[src/rtl/hbk_pkg.sv]
package hbk_pkg;

    // Field codes carried on the write port
    typedef enum logic [1:0] {
        FLD_START = 2'd0,
        FLD_END   = 2'd1,
        FLD_MASK  = 2'd2,
        FLD_NONE  = 2'd3
    } hbk_field_e;

    // Window rule shared by the compare logic
    function automatic logic in_window(input int unsigned cnt,
                                       input int unsigned t_on,
                                       input int unsigned t_off);
        logic past_on;
        past_on = (cnt >= t_on);
        if (t_off > t_on) return past_on && (cnt < t_off);
        return past_on;
    endfunction

endpackage

[src/rtl/hbk_seq_bank.sv]
module hbk_seq_bank
    import hbk_pkg::*;
#(
    parameter int NSEQ  = 4,
    parameter int POS_W = 12,
    localparam int SEL_W = (NSEQ > 1) ? $clog2(NSEQ) : 1
) (
    input  logic             clk,
    input  logic             rst_n,
    input  logic             wr_en,
    input  logic [SEL_W-1:0] wr_seq,
    input  logic [1:0]       wr_field,
    input  logic [POS_W-1:0] wr_data,
    input  logic [SEL_W-1:0] rd_sel,
    output logic [POS_W-1:0] rd_on,
    output logic [POS_W-1:0] rd_off,
    output logic             rd_mask
);

    typedef struct packed {
        logic [POS_W-1:0] t_on;
        logic [POS_W-1:0] t_off;
        logic             mask;
    } seq_t;

    localparam seq_t SEQ_RST = '{t_on: {POS_W{1'b1}}, t_off: '0, mask: 1'b0};

    seq_t ent_arr [NSEQ];

    for (genvar s = 0; s < NSEQ; s++) begin : g_ent
        seq_t ent_d, ent_q;
        logic hit;

        assign hit = wr_en && (wr_seq == SEL_W'(s));

        always_comb begin
            ent_d = ent_q;
            if (hit) begin
                unique case (hbk_field_e'(wr_field))
                    FLD_START: ent_d.t_on  = wr_data;
                    FLD_END:   ent_d.t_off = wr_data;
                    FLD_MASK:  ent_d.mask  = wr_data[0];
                    FLD_NONE:  ent_d       = ent_q;
                endcase
            end
        end

        always_ff @(posedge clk or negedge rst_n) begin
            if (!rst_n) ent_q <= SEQ_RST;
            else        ent_q <= ent_d;
        end

        assign ent_arr[s] = ent_q;
    end

    seq_t rd_ent;
    always_comb begin
        rd_ent = SEQ_RST;
        for (int s = 0; s < NSEQ; s++) begin
            if (rd_sel == SEL_W'(s)) rd_ent = ent_arr[s];
        end
    end

    assign rd_on   = rd_ent.t_on;
    assign rd_off  = rd_ent.t_off;
    assign rd_mask = rd_ent.mask;

endmodule

[src/rtl/hbk_line_cnt.sv]
module hbk_line_cnt #(
    parameter int POS_W = 12,
    parameter int SEL_W = 2
) (
    input  logic             clk,
    input  logic             rst_n,
    input  logic             hsync,
    input  logic [SEL_W-1:0] seq_sel,
    output logic [POS_W-1:0] cnt,
    output logic [SEL_W-1:0] act_sel
);

    localparam logic [POS_W-1:0] CNT_MAX = {POS_W{1'b1}};

    typedef struct packed {
        logic [POS_W-1:0] cnt;
        logic [SEL_W-1:0] sel;
    } lc_state_t;

    lc_state_t st_d, st_q;

    always_comb begin
        st_d = st_q;
        if (hsync) begin
            st_d.cnt = '0;
            st_d.sel = seq_sel;
        end else if (st_q.cnt != CNT_MAX) begin
            st_d.cnt = st_q.cnt + 1'b1;
        end
    end

    always_ff @(posedge clk or negedge rst_n) begin
        if (!rst_n) st_q <= '0;
        else        st_q <= st_d;
    end

    assign cnt     = st_q.cnt;
    assign act_sel = st_q.sel;

endmodule

[src/rtl/hbk_hmask.sv]
module hbk_hmask
    import hbk_pkg::*;
#(
    parameter int POS_W = 12,
    parameter int NPH   = 4
) (
    input  logic [POS_W-1:0] cnt,
    input  logic [POS_W-1:0] t_on,
    input  logic [POS_W-1:0] t_off,
    input  logic             mask,
    input  logic             src_hclk,
    output logic             blank,
    output logic [NPH-1:0]   hph
);

    assign blank = in_window(int'(cnt), int'(t_on), int'(t_off));

    // Index 0,2 are the odd-numbered clocks (in phase with the source)
    for (genvar p = 0; p < NPH; p++) begin : g_ph
        if ((p % 2) == 0) begin : g_inph
            assign hph[p] = blank ? ~mask : src_hclk;
        end else begin : g_antiph
            assign hph[p] = blank ? mask : ~src_hclk;
        end
    end

endmodule

[src/rtl/hblank_gen.sv]
module hblank_gen #(
    parameter int NSEQ  = 4,
    parameter int POS_W = 12,
    localparam int SEL_W = (NSEQ > 1) ? $clog2(NSEQ) : 1
) (
    input  logic             clk,
    input  logic             rst_n,
    input  logic             hsync,
    input  logic [SEL_W-1:0] seq_sel,
    input  logic             src_hclk,
    input  logic             wr_en,
    input  logic [SEL_W-1:0] wr_seq,
    input  logic [1:0]       wr_field,
    input  logic [POS_W-1:0] wr_data,
    output logic             hblank,
    output logic             h1,
    output logic             h2,
    output logic             h3,
    output logic             h4
);

    localparam int NPH = 4;

    logic [POS_W-1:0] line_cnt;
    logic [SEL_W-1:0] act_sel;
    logic [POS_W-1:0] act_on;
    logic [POS_W-1:0] act_off;
    logic             act_mask;
    logic [NPH-1:0]   hph;

    hbk_line_cnt #(.POS_W(POS_W), .SEL_W(SEL_W)) u_cnt (
        .clk     (clk),
        .rst_n   (rst_n),
        .hsync   (hsync),
        .seq_sel (seq_sel),
        .cnt     (line_cnt),
        .act_sel (act_sel)
    );

    hbk_seq_bank #(.NSEQ(NSEQ), .POS_W(POS_W)) u_bank (
        .clk      (clk),
        .rst_n    (rst_n),
        .wr_en    (wr_en),
        .wr_seq   (wr_seq),
        .wr_field (wr_field),
        .wr_data  (wr_data),
        .rd_sel   (act_sel),
        .rd_on    (act_on),
        .rd_off   (act_off),
        .rd_mask  (act_mask)
    );

    hbk_hmask #(.POS_W(POS_W), .NPH(NPH)) u_mask (
        .cnt      (line_cnt),
        .t_on     (act_on),
        .t_off    (act_off),
        .mask     (act_mask),
        .src_hclk (src_hclk),
        .blank    (hblank),
        .hph      (hph)
    );

    assign h1 = hph[0];
    assign h2 = hph[1];
    assign h3 = hph[2];
    assign h4 = hph[3];

endmodule

[config.mk]
export PLATFORM = sky130hd
export DESIGN_NAME = hblank_gen
export DESIGN_NICKNAME = d
export VERILOG_FILES = /design/src/rtl/hbk_pkg.sv /design/src/rtl/hbk_seq_bank.sv /design/src/rtl/hbk_line_cnt.sv /design/src/rtl/hbk_hmask.sv /design/src/rtl/hblank_gen.sv
export SDC_FILE = /design/constraint.sdc
export NUM_CORES = 1
export LEC_CHECK = 0
export CELL_PAD_IN_SITES_DETAIL_PLACEMENT = 1
export CELL_PAD_IN_SITES_GLOBAL_PLACEMENT = 1
export CORE_ASPECT_RATIO = 0.5
export CORE_MARGIN = 1.5
export CORE_UTILIZATION = 54
export CTS_CLUSTER_SIZE = 40
export DETAILED_ROUTE_END_ITERATION = 16
export PLACE_DENSITY = 0.86
export SLEW_MARGIN = 30
export SYNTH_ARGS = -nofsm -noshare
export SYNTH_HDL_FRONTEND = slang
export SYNTH_SLANG_ARGS = --single-unit
[constraint.sdc]
create_clock -name clk -period 6.65 [get_ports clk]
set_input_delay 1.33 -clock clk [delete_from_list [all_inputs] [get_ports clk]]
set_output_delay 1.33 -clock clk [all_outputs]
set_load 0.02 [all_outputs]
==> results.ini, run 1 <==
[logic_synthesis]
yosysSeqAreaShare = 0.488
ys_seq_elements = 114
async_flop_share = 1.00
ys_types = 39
synth_nets = 500
syn_area_mm2 = 0.00597
synth_top_flop_cell = dfrtp_1
netlist_instances = 441
yosys_warnings = 0
syn_avg_cell_area_um2 = 13.5
synth_edf_count = 0

[sta]
tightest_slew_ns = 0.979
rsz0062_at_grt = no
hold_viol_final = 0
max_freq_mhz = 172
hold_slack_ns = 0.510
period_share = 0.877
final-setup-viol-count = 0
slew_violations = 0
tns_ns = 0
period_needed_ns = 5.83
slew_headroom = 0.346
fin_skew_ns = 0.00417

[hold_path]
holdPathStages = 1
hold_path.class = register to register

[grt]
grt_use_met1 = 0.434
grt_max_degree = 62
first_global_vias = 4691
grt-busiest-layer = met2
grt-ovfl-total = 0
grtUsageTotal = 0.333
grt_pass1_wl_um = 27600
met3_usage = 0.0824
grt_use_met2 = 0.509
antenna_found_initial = 0

[critical_path]
path_max_fanout = 16
rr_worst_depth = 6
crit_path_top_delay_cell = dfrtp_1
cp-end-kind = output pin
cp.arrival_ns = 4.50
start_kind = register
required_ns = 5.32
crit_path_max_incr_delay_ns = 0.94
crit_chain = buf_4 -> mux4_2 -> inv_1 -> ha_1 -> a21oi_1 -> nor2_1 -> a211oi_1 -> o211ai_1 -> a31oi_4 -> mux2i_1 -> clkdlybuf4s50_1
path_class = register to output pin

[cells_and_area]
fin_nets = 532
final_common_cell = mux2_2
layout-drive-gt1-share = 0.438
final_util = 0.664
diodes = 0
area_growth_pct = 16.5
layout_common_cells = mux2_2 (102), dfrtp_1 (65), dfstp_2 (48)
fin_cells = 626

[clocking]
insertion_delay_ns = 0.42
root_buffer = clkbuf_16
numCtsBuffers = 17
cts_htree_levels = 4
postCtsResizedCells = 0
ctsHoldBuffers = 0
cts_buffer_depth = 2
clk_pin_slew_ns = 0.06
cts.sinks = 114
cts_setup_buffers = 0
cts_tree = yes

[placement]
dp_hpwl_um = 10200
port-buffer-count = 27
place_inst = 594
place_congestion = 0.821

[die]
dieArea_mm2 = 0.0117
rows = 26
core_area_mm2 = 0.0105
die_y_um = 77.4
io_pins = 28
die_x_um = 152
start_util = 0.570

[detailed_routing]
route.vias.total = 4112
first_pass_iters = 5
drt_iter0_drc = 284
wire_per_inst_um = 28.1
vias_per_cell = 6.57
drc = 0
drtAntennaViolNets = 0
wl_um = 17600

[power_and_ir_drop]
powerDensity_mw_per_mm2 = 364
power_leakage_nw = 2.99
peakVddDrop_v = 0.000141

[run]
maxCapViolCount = 0

[run_status]
status = completed

[final timing paths]
check | endpoint | slack [ns] | from
max | h1 | 0.82 | u_cnt.act_sel[1]
min | u_bank.ent_arr[29] | 0.51 | u_bank.ent_arr[29]
max reg2reg | u_cnt.cnt[11] | 4.59 | u_cnt.cnt[3]
min reg2reg | u_bank.ent_arr[29] | 0.51 | u_bank.ent_arr[29]
max in group asynchronous | u_cnt.cnt[5] | 4.51 | rst_n
min in group asynchronous | u_bank.ent_arr[33] | 0.97 | rst_n
[state kept, by name (all words and copies together) (netlist names)]
register        flops
u_cnt.cnt          12
u_bank.ent_arr    100
u_cnt.act_sel       2
[where the power goes]
group          internal, W  total, W  leakage (nW)  switching [W]
Clock             0.000561  0.000939         0.288       0.000377
Sequential        0.000888  0.000995          1.33       0.000107
Combinational     0.000292  0.000600          1.37       0.000307
[cells in the mapped netlist, drive strengths merged (4+ instances only)]
cell type    n  area share
nand2       12      0.0075
a21oi        7      0.0059
buf         10       0.010
nor3         5      0.0042
dfrtp       66        0.28
o21ai        5      0.0042
nor2        27       0.017
xor2         7       0.010
a211oi       9       0.011
mux4        24       0.092
mux2       103        0.19
inv         27       0.017
mux2i        4      0.0067
nand3       10      0.0084
nand4        5      0.0052
o211ai       5      0.0071
clkbuf       8      0.0050
ha          36       0.075
dfstp       48        0.21
[worst max-delay path: cells and delay by family (launching register included)]
| kind | cells | cell delay, ns |
|---|---|---|
| compound gates | 4 | 1.00 |
| fa+ha+maj | 1 | 0.29 |
| simple gates | 1 | 0.08 |
| buf+inv | 3 | 1.14 |
| mux | 2 | 0.61 |
| flops | 1 | 0.94 |
[through the flow]
| step | power [W] | worst slack [ns] | instance area, um^2 |
|---|---|---|---|
| detailed placement | 0.00153 | 1.44 | 6360 |
| finish | 0.00253 | 0.819 | 6960 |
| global route | 0.00263 | 0.637 | 6960 |
| floorplan | 0.00134 | 2.07 | 5970 |
| global placement | 0.00147 | 1.57 | 6360 |
| CTS | 0.00253 | 0.876 | 6960 |
[metal layers]
layer  vias up  wire [um]
li1       1683          -
met1      2194       7600
met2       172       8190
met3        63       1020
met4         0        760
met5         -          0
[area by class of cell]
cell class	instances	area, um^2
multi-input cells	282	2870
clock inverters	15	170
well taps	140	175
fillers	983	3520
repair buffers	31	298
inverters	27	101
clock buffers	17	425
flip-flops and latches	114	2920
[logic make-up (layout without fill, tap and decap cells)]
logic type / Yosys count / count (layout) / share of synthesized area
XOR/XNOR: 9 / 9 / 0.0132
multiplexers: 131 / 131 / 0.293
AND/OR/NAND/NOR: 74 / 74 / 0.0589
AO/OA/AOI/OAI: 32 / 32 / 0.0396
flip-flops: 114 / 114 / 0.488
buffers and inverters: 45 / 90 / 0.0320
adder cells (fa/ha/maj): 36 / 36 / 0.0754
No activity file was read; power rests on OpenSTA's default activity.
==> run 2: changes to the inputs <==
--- a/config.mk
+++ b/config.mk
@@ -13,6 +13,7 @@
 export CTS_CLUSTER_SIZE = 40
 export DETAILED_ROUTE_END_ITERATION = 16
 export PLACE_DENSITY = 0.86
+export SKIP_LAST_GASP = 1
 export SLEW_MARGIN = 30
 export SYNTH_ARGS = -nofsm -noshare
 export SYNTH_HDL_FRONTEND = slang
==> results of run 2 <==
The final DEF is identical to that of run 1; final timing and power are the same.
==> run 3: changes to the inputs <==
--- a/config.mk
+++ b/config.mk
@@ -13,6 +13,7 @@
 export CTS_CLUSTER_SIZE = 40
 export DETAILED_ROUTE_END_ITERATION = 16
 export PLACE_DENSITY = 0.86
+export REMOVE_ABC_BUFFERS = 1
 export SKIP_LAST_GASP = 1
 export SLEW_MARGIN = 30
 export SYNTH_ARGS = -nofsm -noshare
==> results.ini, run 3 (synthesis results as in run 1) <==
[run_status]
status = completed  ; unchanged

[die]
dieArea_mm2 = 0.0117  ; unchanged
io_pins = 28  ; unchanged
core_area_mm2 = 0.0105  ; unchanged
die_y_um = 77.4  ; unchanged
die_x_um = 152  ; unchanged
start_util = 0.570  ; unchanged
rows = 26  ; unchanged

[cells_and_area]
final_common_cell = mux2_2  ; unchanged
fin_cells = 627  ; was 626
largest_reg_flops = 100  ; unchanged
layout-drive-gt1-share = 0.429  ; was 0.438
area_growth_pct = 16.0  ; was 16.5%
seq_area_mm2 = 0.00292  ; unchanged
diodes = 0  ; unchanged
multi_input_comb_area_mm2 = 0.00287  ; about the same
fin_nets = 533  ; was 532
fillers = 1008  ; was 983
layout_common_cells = mux2_2 (102), dfrtp_1 (65), dfstp_2 (48)  ; unchanged

[sta]
slew_headroom = 0.351  ; was 0.346
hold_slack_ns = 0.506  ; was 0.510 ns
hold_viol_final = 0  ; unchanged
tns_ns = 0  ; unchanged
slew_violations = 0  ; unchanged
rsz0062_at_grt = no  ; unchanged
period_needed_ns = 5.80  ; was 5.83 ns
max_freq_mhz = 172  ; about the same
final-setup-viol-count = 0  ; unchanged
period_share = 0.873  ; was 0.877
fin_skew_ns = 0.00218  ; was 0.00417 ns
tightest_slew_ns = 0.973  ; was 0.979 ns

[detailed_routing]
wl_um = 17800  ; was 17,600 um
wire_per_inst_um = 28.4  ; was 28.1 um
drt_iter0_drc = 323  ; was 284
drc = 0  ; unchanged
route.vias.total = 4114  ; was 4,112
vias_per_cell = 6.56  ; was 6.57
drtAntennaViolNets = 0  ; unchanged
first_pass_iters = 5  ; unchanged

[placement]
port-buffer-count = 27  ; unchanged
place_inst = 595  ; was 594
place_congestion = 0.809  ; was 0.821
dp_hpwl_um = 10000  ; was 10,200 um

[critical_path]
path_buf_inv = 3  ; unchanged
cp_top_family = buffers and inverters  ; unchanged
cp-end-kind = output pin  ; unchanged
required_ns = 5.32  ; about the same
crit_path_top_delay_cell = dfrtp_1  ; unchanged
critPathLaunch = u_cnt.act_sel[1]  ; unchanged
path_class = register to output pin  ; unchanged
start_kind = register  ; unchanged
crit_chain = buf_4 -> mux4_2 -> inv_1 -> ha_1 -> a21oi_1 -> nor3_1 -> nor3_1 -> o211ai_2 -> a31oi_4 -> mux2_1 -> clkdlybuf4s50_1  ; was buf_4 -> mux4_2 -> inv_1 -> ha_1 -> a21oi_1 -> nor2_1 -> a211oi_1 -> o211ai_1 -> a31oi_4 -> mux2i_1 -> clkdlybuf4s50_1
cp.arrival_ns = 4.47  ; was 4.50 ns
r2r_start = u_cnt.cnt[3]  ; unchanged
critPathMostFrequentCell = nor3_1
path_max_fanout = 16  ; unchanged
crit_path_max_incr_delay_ns = 0.89  ; was 0.94 ns

[clocking]
ctsHoldBuffers = 0  ; unchanged
clk_pin_slew_ns = 0.06  ; about the same
cts_buffer_depth = 2  ; unchanged
cts_htree_levels = 4  ; unchanged
cts.sinks = 114  ; unchanged
insertion_delay_ns = 0.41  ; was 0.42 ns
cts_setup_buffers = 0  ; unchanged
numCtsBuffers = 17  ; unchanged
cts_tree = yes  ; unchanged
root_buffer = clkbuf_16  ; unchanged
postCtsResizedCells = 0  ; unchanged

[run]
maxCapViolCount = 0  ; unchanged

[hold_path]
worstHoldStart = u_bank.ent_arr[75]  ; was u_bank.ent_arr[29]
hold_path.class = register to register  ; unchanged

[grt]
grt_pass1_wl_um = 27700  ; was 27,600 um
grt_max_degree = 71  ; was 62
antenna_found_initial = 0  ; unchanged
grt-ovfl-total = 0  ; unchanged
first_global_vias = 4656  ; was 4,691
grtUsageTotal = 0.332  ; was 0.333

[power_and_ir_drop]
powerDensity_mw_per_mm2 = 359  ; was 364 mW/mm^2
peakVddDrop_v = 0.000162  ; was 0.000141 V
power_leakage_nw = 2.97  ; was 2.99 nW
power_w = 0.00249  ; was 0.00253 W

==> run 3: changes by cell type in the layout (fill, tap and decap cells not counted), moves of 2 or more <==
cell        change
clkinv_2        +3
inv_6           -6
clkinvlp_4      +2
clkinv_4        -3
clkbuf_1        +4
==> run 3: layer usage <==
layer,global-route usage,vias to the layer above,part of all wire
met5,0,-,0
li1,-,1682,-
met1,0.431,2193,0.43
met2,0.514,179,0.47
met3,0.101,60,0.065
met4,0.152,0,0.035
==> run 3: path summary, 6_finish.rpt <==
check | end | slack, ns | cells past startpoint
setup / recovery | h4 | 0.85 | 11
hold / removal | u_bank.ent_arr[75] | 0.51 | 1
setup reg to reg | u_cnt.cnt[11] | 4.62 | 6
hold reg to reg | u_bank.ent_arr[75] | 0.51 | 1
max in group asynchronous | u_cnt.act_sel[0] | 4.34 | 2
min in group asynchronous | u_bank.ent_arr[2] | 0.91 | 1
==> run 3: layout make-up <==
class | count | area share
inverter | 27 | 0.0146
multi-input combinational | 282 | 0.414
clock inverter | 10 | 0.0159
tap | 140 | 0.0253
sequential | 114 | 0.421
timing repair buffer | 32 | 0.0440
clock buffer | 22 | 0.0655
==> run 3: worst register-to-register path, delay by kind of cell, from the launching register on <==
family,cells,cell delay [ns]
AO/OA/AOI/OAI,1,0.45
XOR/XNOR,1,0.17
flip-flops,1,0.51
AND/OR/NAND/NOR,4,0.75
==> run 3: where the power goes <==
group | internal [W] | total (W) | switching, W
Clock | 0.000558 | 0.000893 | 0.000335
Combinational | 0.000296 | 0.000603 | 0.000307
Sequential | 0.000889 | 0.000995 | 0.000107
Total | 0.00174 | 0.00249 | 0.000748
==> run 3: metrics by stage <==
stage | utilization | instance area [um^2] | worst slack, ns
2_1_floorplan | - | 5880 | 1.56
3_3_place_gp | 0.608 | 6360 | 1.56
3_5_place_dp | 0.608 | 6360 | 1.41
4_1_cts | 0.661 | 6930 | 0.758
5_1_grt | 0.662 | 6930 | 0.736
6_report | 0.662 | 6930 | 0.847
